==> config.mk <==
export PLATFORM = sky130hd
export DESIGN_NAME = bus_release_arb
export DESIGN_NICKNAME = d
export VERILOG_FILES = /design/src/rtl/bha_pkg.sv /design/src/rtl/bha_hold_ctl.sv /design/src/rtl/bha_boff_ctl.sv /design/src/rtl/bha_rdy_gate.sv /design/src/rtl/bha_pend.sv /design/src/rtl/bus_release_arb.sv
export SDC_FILE = /design/constraint.sdc
export NUM_CORES = 1
export LEC_CHECK = 0
export CELL_PAD_IN_SITES_DETAIL_PLACEMENT = 0
export CELL_PAD_IN_SITES_GLOBAL_PLACEMENT = 1
export CORE_AREA = 10 10 47 49
export CTS_CLUSTER_DIAMETER = 80
export DETAILED_ROUTE_END_ITERATION = 10
export DIE_AREA = 0 0 57 59
export PLACE_DENSITY = 0.79
export REMOVE_ABC_BUFFERS = 1
export SKIP_CTS_REPAIR_TIMING = 1
export SLEW_MARGIN = 20
export SYNTH_ARGS = -nofsm -noshare
export SYNTH_HDL_FRONTEND = slang
export SYNTH_SLANG_ARGS = --single-unit
==> constraint.sdc <==
create_clock -name clk_i -period 1.2 [get_ports clk_i]
set_clock_uncertainty 0.2 [all_clocks]
set_input_delay 0.3 -clock clk_i [delete_from_list [all_inputs] [get_ports clk_i]]
set_output_delay 0.3 -clock clk_i [all_outputs]
set_load 0.005 [all_outputs]
==> src/rtl/bha_pkg.sv <==
package bha_pkg;

   // Why the bus drivers are currently released
   typedef enum logic [1:0] {
      REL_NONE = 2'b00,
      REL_HOLD = 2'b01,
      REL_BOFF = 2'b10,
      REL_BOTH = 2'b11
   } rel_cause_e;

   function automatic rel_cause_e rel_cause(input logic ack, input logic boff);
      return rel_cause_e'({boff, ack});
   endfunction

   function automatic logic drivers_on(input rel_cause_e c);
      return (c == REL_NONE);
   endfunction

endpackage

==> src/rtl/bha_hold_ctl.sv <==
module bha_hold_ctl (
   input  logic clk_i,
   input  logic rst_n_i,
   input  logic hold_req_i,
   input  logic cyc_busy_i,
   input  logic lock_i,
   output logic hold_ack_o
);
   logic ack_q;
   logic grant_ok;

   // A fresh grant needs an idle sequencer and no lock; an existing grant
   // lasts as long as the request does.
   assign grant_ok = ~cyc_busy_i & ~lock_i;

   always_ff @(posedge clk_i or negedge rst_n_i) begin
      if (!rst_n_i) ack_q <= 1'b0;
      else          ack_q <= hold_req_i & (ack_q | grant_ok);
   end

   assign hold_ack_o = ack_q;
endmodule

==> src/rtl/bha_boff_ctl.sv <==
module bha_boff_ctl (
   input  logic clk_i,
   input  logic rst_n_i,
   input  logic boff_n_i,
   input  logic cyc_busy_i,
   output logic boff_q_o,
   output logic intr_q_o,
   output logic restart_o
);
   logic boff_q;
   logic intr_q;
   logic restart_q;
   logic boff_start;
   logic boff_end;

   assign boff_start = ~boff_n_i & ~boff_q;
   assign boff_end   =  boff_n_i &  boff_q;

   always_ff @(posedge clk_i or negedge rst_n_i) begin
      if (!rst_n_i) begin
         boff_q    <= 1'b0;
         intr_q    <= 1'b0;
         restart_q <= 1'b0;
      end else begin
         boff_q    <= ~boff_n_i;
         restart_q <= boff_end & intr_q;
         if (boff_start && cyc_busy_i) intr_q <= 1'b1;
         else if (boff_end)            intr_q <= 1'b0;
      end
   end

   assign boff_q_o  = boff_q;
   assign intr_q_o  = intr_q;
   assign restart_o = restart_q;
endmodule

==> src/rtl/bha_rdy_gate.sv <==
module bha_rdy_gate (
   input  logic boff_n_i,
   input  logic rdy_n_i,
   input  logic brdy_n_i,
   output logic rdy_ok_o,
   output logic brdy_ok_o
);
   // Backoff outranks both readies; single ready outranks burst ready.
   assign rdy_ok_o  = boff_n_i & ~rdy_n_i;
   assign brdy_ok_o = boff_n_i &  rdy_n_i & ~brdy_n_i;
endmodule

==> src/rtl/bha_pend.sv <==
module bha_pend #(
   parameter int NUM_REQ  = 4,
   parameter bit PEND_REG = 1'b0
) (
   input  logic               clk_i,
   input  logic               rst_n_i,
   input  logic [NUM_REQ-1:0] need_i,
   input  logic               intr_i,
   output logic               pend_o
);
   logic pend_c;

   assign pend_c = (|need_i) | intr_i;

   generate
      if (PEND_REG) begin : g_reg
         logic pend_q;
         always_ff @(posedge clk_i or negedge rst_n_i) begin
            if (!rst_n_i) pend_q <= 1'b0;
            else          pend_q <= pend_c;
         end
         assign pend_o = pend_q;
      end else begin : g_comb
         assign pend_o = pend_c;
      end
   endgenerate
endmodule

==> src/rtl/bus_release_arb.sv <==
module bus_release_arb #(
   parameter int NUM_REQ   = 4,
   parameter int OE_GROUPS = 4,
   parameter bit PEND_REG  = 1'b0
) (
   input  logic                 clk_i,
   input  logic                 rst_n_i,
   input  logic                 hold_req_i,
   input  logic                 boff_n_i,
   input  logic                 lock_i,
   input  logic                 cyc_busy_i,
   input  logic                 rdy_n_i,
   input  logic                 brdy_n_i,
   input  logic [NUM_REQ-1:0]   need_i,
   output logic [OE_GROUPS-1:0] bus_oe_o,
   output logic                 hold_ack_o,
   output logic                 restart_o,
   output logic                 rdy_ok_o,
   output logic                 brdy_ok_o,
   output logic                 pend_req_o
);
   import bha_pkg::*;

   localparam int OE_MSB = OE_GROUPS - 1;

   generate
      if (NUM_REQ < 1)   begin : g_bad_req $error("NUM_REQ must be at least 1"); end
      if (OE_GROUPS < 1) begin : g_bad_oe  $error("OE_GROUPS must be at least 1"); end
   endgenerate

   logic       ack;
   logic       boff_q;
   logic       intr_q;
   rel_cause_e cause;
   logic       drive;

   bha_hold_ctl u_hold (
      .clk_i      (clk_i),
      .rst_n_i    (rst_n_i),
      .hold_req_i (hold_req_i),
      .cyc_busy_i (cyc_busy_i),
      .lock_i     (lock_i),
      .hold_ack_o (ack)
   );

   bha_boff_ctl u_boff (
      .clk_i      (clk_i),
      .rst_n_i    (rst_n_i),
      .boff_n_i   (boff_n_i),
      .cyc_busy_i (cyc_busy_i),
      .boff_q_o   (boff_q),
      .intr_q_o   (intr_q),
      .restart_o  (restart_o)
   );

   bha_rdy_gate u_rdy (
      .boff_n_i  (boff_n_i),
      .rdy_n_i   (rdy_n_i),
      .brdy_n_i  (brdy_n_i),
      .rdy_ok_o  (rdy_ok_o),
      .brdy_ok_o (brdy_ok_o)
   );

   bha_pend #(.NUM_REQ(NUM_REQ), .PEND_REG(PEND_REG)) u_pend (
      .clk_i   (clk_i),
      .rst_n_i (rst_n_i),
      .need_i  (need_i),
      .intr_i  (intr_q),
      .pend_o  (pend_req_o)
   );

   assign cause = rel_cause(ack, boff_q);
   assign drive = drivers_on(cause);

   generate
      for (genvar g = 0; g <= OE_MSB; g++) begin : g_oe
         assign bus_oe_o[g] = drive;
      end
   endgenerate

   assign hold_ack_o = ack;
endmodule

==> impl_metrics.csv, run 1 <==
group,metric,value,unit
cts,cts_root_buf,"sky130_fd_sc_hd__clkbuf_4",
synth,syn_area_cell,9.10,um2
timing,min_period_over_period,120,%
synth,synth.lib_cells_used.distinct,11,
global_routing,grt_usage,4.44,%
timing,setup_violations,6,
synth,ys_seq_elements,4,
place,detailedPlacementHpwl,567,um
synth,synth_area,200,um2
layout,net_total_in_the_final_layout,61,
cts,max_h_tree_level,1,
cts,cts_buffers,3,
global_routing,first_global_vias,272,
route,routed_wire_length_per_instance,11.0,um
pwr,power_density_over_the_cells,935,mW/mm2
timing,period_minus_slack,1.43,ns
status,violations,"negative setup slack",
pwr,part_of_the_power_in_registers,35.9,%
pwr,share_comb_of_total_power,26.1,%
floorplan,initial_core_util,14.3,%
layout,area_delta_synth_final,126,%
pwr,leakage_dissipation,0.273,nW
floorplan,floorplan.io_pins,21,
pwr,clkPwrFrac,38.0,%
global_routing,grt_antenna_before_repair,0,
setup_path,crit_fanout,4,
floorplan,die_width,57,um
cts,clock_sink_count,4,
pwr,p_sw,0.0000923,W
place,post-place-cells,59,
setup_path,critical_path.endpoint_type,"output pin",
synth,synth_warnings,0,
global_routing,grt_max_degree,5,
global_routing,grt_first_pass_wirelength,1.14,mm
global_routing,globalRoute.totalOverflow,0,
floorplan,rows,14,
layout,insertedDiodeCount,0,
timing,report.final.slew_viol_count,0,
route,drtIter0Drc,0,
route,detail-route-antenna-nets,0,
status,run_status,"finished with violations",
setup_path,critPathRequiredTime,0.70,ns
timing,rsz0062_at_grt,"true",
layout,post_layout_nonfiller_instances,63,
timing,fmax,697,MHz
flow_run,max_cap_violations,0,
setup_path,setup.worst_path.start_class,"register",
hold_path,hp-class,"primary input to async pin",
pwr,power.share.switching,21.8,%
place,gp_congestion,0.639,
floorplan,fp.coreArea,0.00140,mm2
route,vias_per_cell,3.70,
cts,tritoncts,"built",
cts,clk_path_buf_depth,2,
setup_path,critical_path_start_end_classification,"register to output pin",
synth,synth_sequential_area_ratio,50.0,%
route,totalWireLength,691,um
timing,setup_slack,-0.235,ns
setup_path,register_to_register_setup_slack,0.07,ns
place,io_buffer_count,20,
cts,worst_skew_pair.late_latency,0.23,ns
layout,drive_gt1_share,51.1,%
pwr,power.internal,0.000331,W
route,drt_pass1_iterations,1,
pwr,ir_worst_vdd,0.223,mV
synth,postSynthCellCount,22,
route,routed-via-count,233,
timing,worst-slew-pin-transition,0.184,ns
layout,num-fill-cells,148,
setup_path,critical_path_arrival,0.93,ns
route,drc,0,
layout,utilization,32.3,%
timing,timing.max_slew.rel_slack,87.7,%
floorplan,dieHeight,59,um
timing,timing_hold_violations_final,0,
cts,cts.clk_slew.worst_paths,0.04,ns
floorplan,design.die.area,0.00336,mm2
state kept, by name, summed over array words and instances, names as in the netlist:
name,count
u_boff.boff_q_o,1
u_boff.intr_q_o,1
u_boff.restart_o,1
u_hold.hold_ack_o,1
final timing paths:
| path | start | endpoint | cells past startpoint |
|---|---|---|---|
| max | u_hold.hold_ack_o | bus_oe_o[0] | 3 |
| min | rst_n_i | u_boff.restart_o | 1 |
| max reg2reg | u_boff.intr_q_o | u_boff.intr_q_o | 3 |
| min reg2reg | u_hold.hold_ack_o | u_hold.hold_ack_o | 2 |
| max in group asynchronous | rst_n_i | u_hold.hold_ack_o | 1 |
| min in group clk_i | boff_n_i | u_boff.boff_q_o | 3 |
worst max-delay path, stage by stage, from the launching register on:
cell and delay, ns:
sky130_fd_sc_hd__dfrtp_1 0.37, sky130_fd_sc_hd__buf_6 0.12, sky130_fd_sc_hd__nor2_4 0.09, sky130_fd_sc_hd__buf_2 0.12
area by class of cell:
cell class	instances	area, um2	area share [%]
clock buffers	3	22.5	4.97
inverters	2	7.51	1.66
multi-input cells	12	78.8	17.4
flip-flops and latches	4	100	22.1
well taps	16	20.0	4.42
repair buffers	26	224	49.4
routing by layer:
| metal | part of all wire (%) | vias to the layer above | wire length, um | global-route usage, % |
|---|---|---|---|---|
| met5 | 0 | - | 0 | 0 |
| met4 | 3.0 | 0 | 21 | 5.03 |
| met2 | 46 | 18 | 321 | 6.20 |
| met3 | 17 | 2 | 120 | 3.43 |
| met1 | 33 | 96 | 228 | 3.75 |
| li1 | - | 117 | - | - |
power by group through the flow:
stage,combinational (W),clock [W],sequential [W]
5_1_grt,0.000122,0.000177,0.000153
3_5_place_dp,0.000118,0,0.000152
4_1_cts,0.000119,0.000172,0.000150
3_3_place_gp,0.000116,0,0.000151
2_1_floorplan,0.0000213,0,0.000153
6_report,0.000110,0.000161,0.000152
cells in the mapped netlist:
library cell / n / area share [%]
sky130_fd_sc_hd__inv_2: 1 / 1.9
sky130_fd_sc_hd__nor3_1: 1 / 2.5
sky130_fd_sc_hd__nand2_1: 2 / 3.8
sky130_fd_sc_hd__nor2_1: 5 / 9.4
sky130_fd_sc_hd__o21a_1: 1 / 3.8
sky130_fd_sc_hd__inv_1: 1 / 1.9
sky130_fd_sc_hd__a21boi_0: 1 / 3.8
sky130_fd_sc_hd__and3_2: 1 / 3.8
sky130_fd_sc_hd__a31o_1: 1 / 4.4
sky130_fd_sc_hd__dfrtp_1: 4 / 50
sky130_fd_sc_hd__buf_4: 4 / 15
placed cells by master, fill, tap and decap left out, drive strengths merged:
master / n
a21boi: 1
a31o: 1
and3: 1
buf: 12
clkbuf: 7
clkdlybuf4s50: 4
dfrtp: 4
dlymetal6s2s: 6
inv: 2
nand2: 2
nor2: 5
nor3: 1
o21a: 1
cell families (layout without fill, tap and decap cells):
kind of cell           after synthesis  after routing  share of synthesized area, %
AO/OA/AOI/OAI                        3              3                          11.9
flip-flops                           4              4                          50.0
AND/OR/NAND/NOR                      9              9                          19.4
buffers and inverters                6             31                          18.7
per-stage QoR:
stage	hold WS, ns	cell area (um2)	total power [W]	worst slack (ns)	setup TNS [ns]
finish	0.0706	453	0.000423	-0.235	-1.27
global route	0.101	453	0.000451	-0.294	-1.62
CTS	0.0659	450	0.000441	-0.787	-5.87
detailed placement	0.317	428	0.000270	-0.789	-5.04
global placement	0.315	428	0.000268	-0.786	-4.97
floorplan	-0.196	170	0.000174	0.0220	0
Power figures use the tool's default switching activity.
==> inputs of run 2 (changes only) <==
REMOVE_ABC_BUFFERS = default   (was 1)
==> run 2 against run 1 <==
  * The flow still finishes with violations (negative setup slack)
  * Global-route usage increased by 0.073 points
  * Register-to-register slack got worse by 0.02 ns
  * Final area decreased by 0.28%
  * Via count increased by 3.4%
  * Core utilization decreased by 0.089 points
  * Critical path type unchanged
  * Highest routed layer unchanged
==> impl_metrics.csv, run 2 (synthesis gave the netlist of run 1 again) <==
group,metric,value,unit
timing,min_period_over_period,116,%
route,drt_pass1_iterations,1,
global_routing,grt_max_degree,5,
layout,area_delta_synth_final,126,%
layout,final_common_cell,"sky130_fd_sc_hd__buf_4",
synth,synth.net_count,34,
route,met3_wirelength,99,um
timing,fmax,718,MHz
floorplan,rows,14,
timing,setup_violations,6,
route,vias_per_cell,3.77,
timing,timing.max_slew.rel_slack,86.9,%
setup_path,critical_path_arrival,0.89,ns
timing,rsz0062_at_grt,"true",
floorplan,fp.coreArea,0.00140,mm2
route,met2RoutedLength,374,um
timing,report.final.slew_viol_count,0,
global_routing,grt_first_pass_wirelength,1.05,mm
layout,net_total_in_the_final_layout,62,
cts,cts.clk_slew.worst_paths,0.04,ns
cts,worst_skew_pair.late_latency,0.23,ns
floorplan,initial_core_util,14.3,%
setup_path,worstSetupPathDepth,2,
route,detail-route-antenna-nets,0,
timing,period_minus_slack,1.39,ns
setup_path,crit_slowest_cell,"sky130_fd_sc_hd__dfrtp_1",
timing,timing_hold_violations_final,0,
cts,cts_root_buf,"sky130_fd_sc_hd__clkbuf_4",
place,io_buffer_count,20,
setup_path,worst-r2r-cell-count,4,
setup_path,setup.worst_path.start_class,"register",
setup_path,critical_path.endpoint_type,"output pin",
layout,commonest_cells_after_routing_fill_and_taps_aside,"sky130_fd_sc_hd__buf_4, sky130_fd_sc_hd__clkbuf_2, sky130_fd_sc_hd__dlymetal6s2s_1",
cts,max_h_tree_level,1,
place,gp_congestion,0.620,
setup_path,critPathRequiredTime,0.70,ns
cts,tritoncts,"built",
route,routed-via-count,241,
route,dr.max_layer_used,"met4",
setup_path,timing.critical_path.slowest_cell_delay,0.40,ns
hold_path,hp-class,"primary input to async pin",
timing,worst-slew-pin-transition,0.197,ns
setup_path,critical_path_start_end_classification,"register to output pin",
global_routing,globalRoute.totalOverflow,0,
route,length_of_routed_wiring_on_met1,214,um
route,drtIter0Drc,0,
route,drc,0,
cts,clock_sink_count,4,
floorplan,dieHeight,59,um
global_routing,grt_usage,4.51,%
floorplan,die_width,57,um
layout,insertedDiodeCount,0,
place,post-place-cells,59,
global_routing,first_global_vias,252,
layout,drive_gt1_share,54.2,%
place,detailedPlacementHpwl,569,um
pwr,power_density_over_the_cells,941,mW/mm2
route,totalWireLength,710,um
timing,setup_slack,-0.192,ns
timing,fin_setup_tns,-1.11,ns
status,run_status,"finished with violations",
route,routed_wire_length_per_instance,11.1,um
cts,clk_path_buf_depth,2,
floorplan,design.die.area,0.00336,mm2
setup_path,worst-path-buf-inv,1,
floorplan,floorplan.io_pins,21,
setup_path,worstPathCellList,"nor2_4 > buf_2",
pwr,leakage_dissipation,0.268,nW
status,violations,"negative setup slack",
flow_run,max_cap_violations,0,
setup_path,crit_fanout,4,
layout,post_layout_nonfiller_instances,64,
setup_path,critical-path-top-delay-family,"flip-flops",
pwr,ir_worst_vdd,0.234,mV
cts,cts_buffers,3,
global_routing,grt_antenna_before_repair,0,
## run 2: per-layer routing
metal  global-route usage (%)  vias up
met5                        0        -
met4                     7.05        0
li1                         -      118
met1                     2.76      106
met3                     4.08        2
met2                     6.36       15
## run 2: worst paths after layout
kind	startpoint	end	slack [ns]
setup / recovery	u_hold.hold_ack_o	bus_oe_o[2]	-0.19
hold / removal	rst_n_i	u_boff.restart_o	0.07
setup reg to reg	u_boff.boff_q_o	u_boff.intr_q_o	0.05
hold reg to reg	u_boff.intr_q_o	u_boff.restart_o	0.44
max in group asynchronous	rst_n_i	u_hold.hold_ack_o	0.55
min in group clk_i	boff_n_i	u_boff.boff_q_o	0.16
## run 2: stage by stage
step / util (%) / hold WS, ns / power, W / area (um2) / setup slack, ns
CTS: 32.3 / 0.0676 / 0.000446 / 453 / -0.792
global route: 32.2 / 0.0766 / 0.000462 / 452 / -0.264
floorplan: - / -0.196 / 0.000188 / 203 / 0.0396
finish: 32.2 / 0.0735 / 0.000425 / 452 / -0.192
global placement: 30.7 / 0.316 / 0.000269 / 430 / -0.782
detailed placement: 30.7 / 0.322 / 0.000271 / 430 / -0.777
## run 2: area by class of cell
cell class | count | area (um2)
multi-input cells | 12 | 78.8
clock buffers | 3 | 22.5
well taps | 16 | 20.0
repair buffers | 27 | 223
inverters | 2 | 7.51
fillers | 161 | 950
flip-flops and latches | 4 | 100
## run 2: power breakdown
| group | internal [W] | switching, W |
|---|---|---|
| clock | 0.000112 | 0.0000520 |
| combinational | 0.0000733 | 0.0000357 |
| sequential | 0.000145 | 0.00000690 |
## run 2: worst reg2reg max path, cell delays in order, from the launching register on
cell and delay (ns):
sky130_fd_sc_hd__dfrtp_1 0.38, sky130_fd_sc_hd__buf_4 0.13, sky130_fd_sc_hd__buf_4 0.10, sky130_fd_sc_hd__a21boi_2 0.04, sky130_fd_sc_hd__a31o_1 0.18
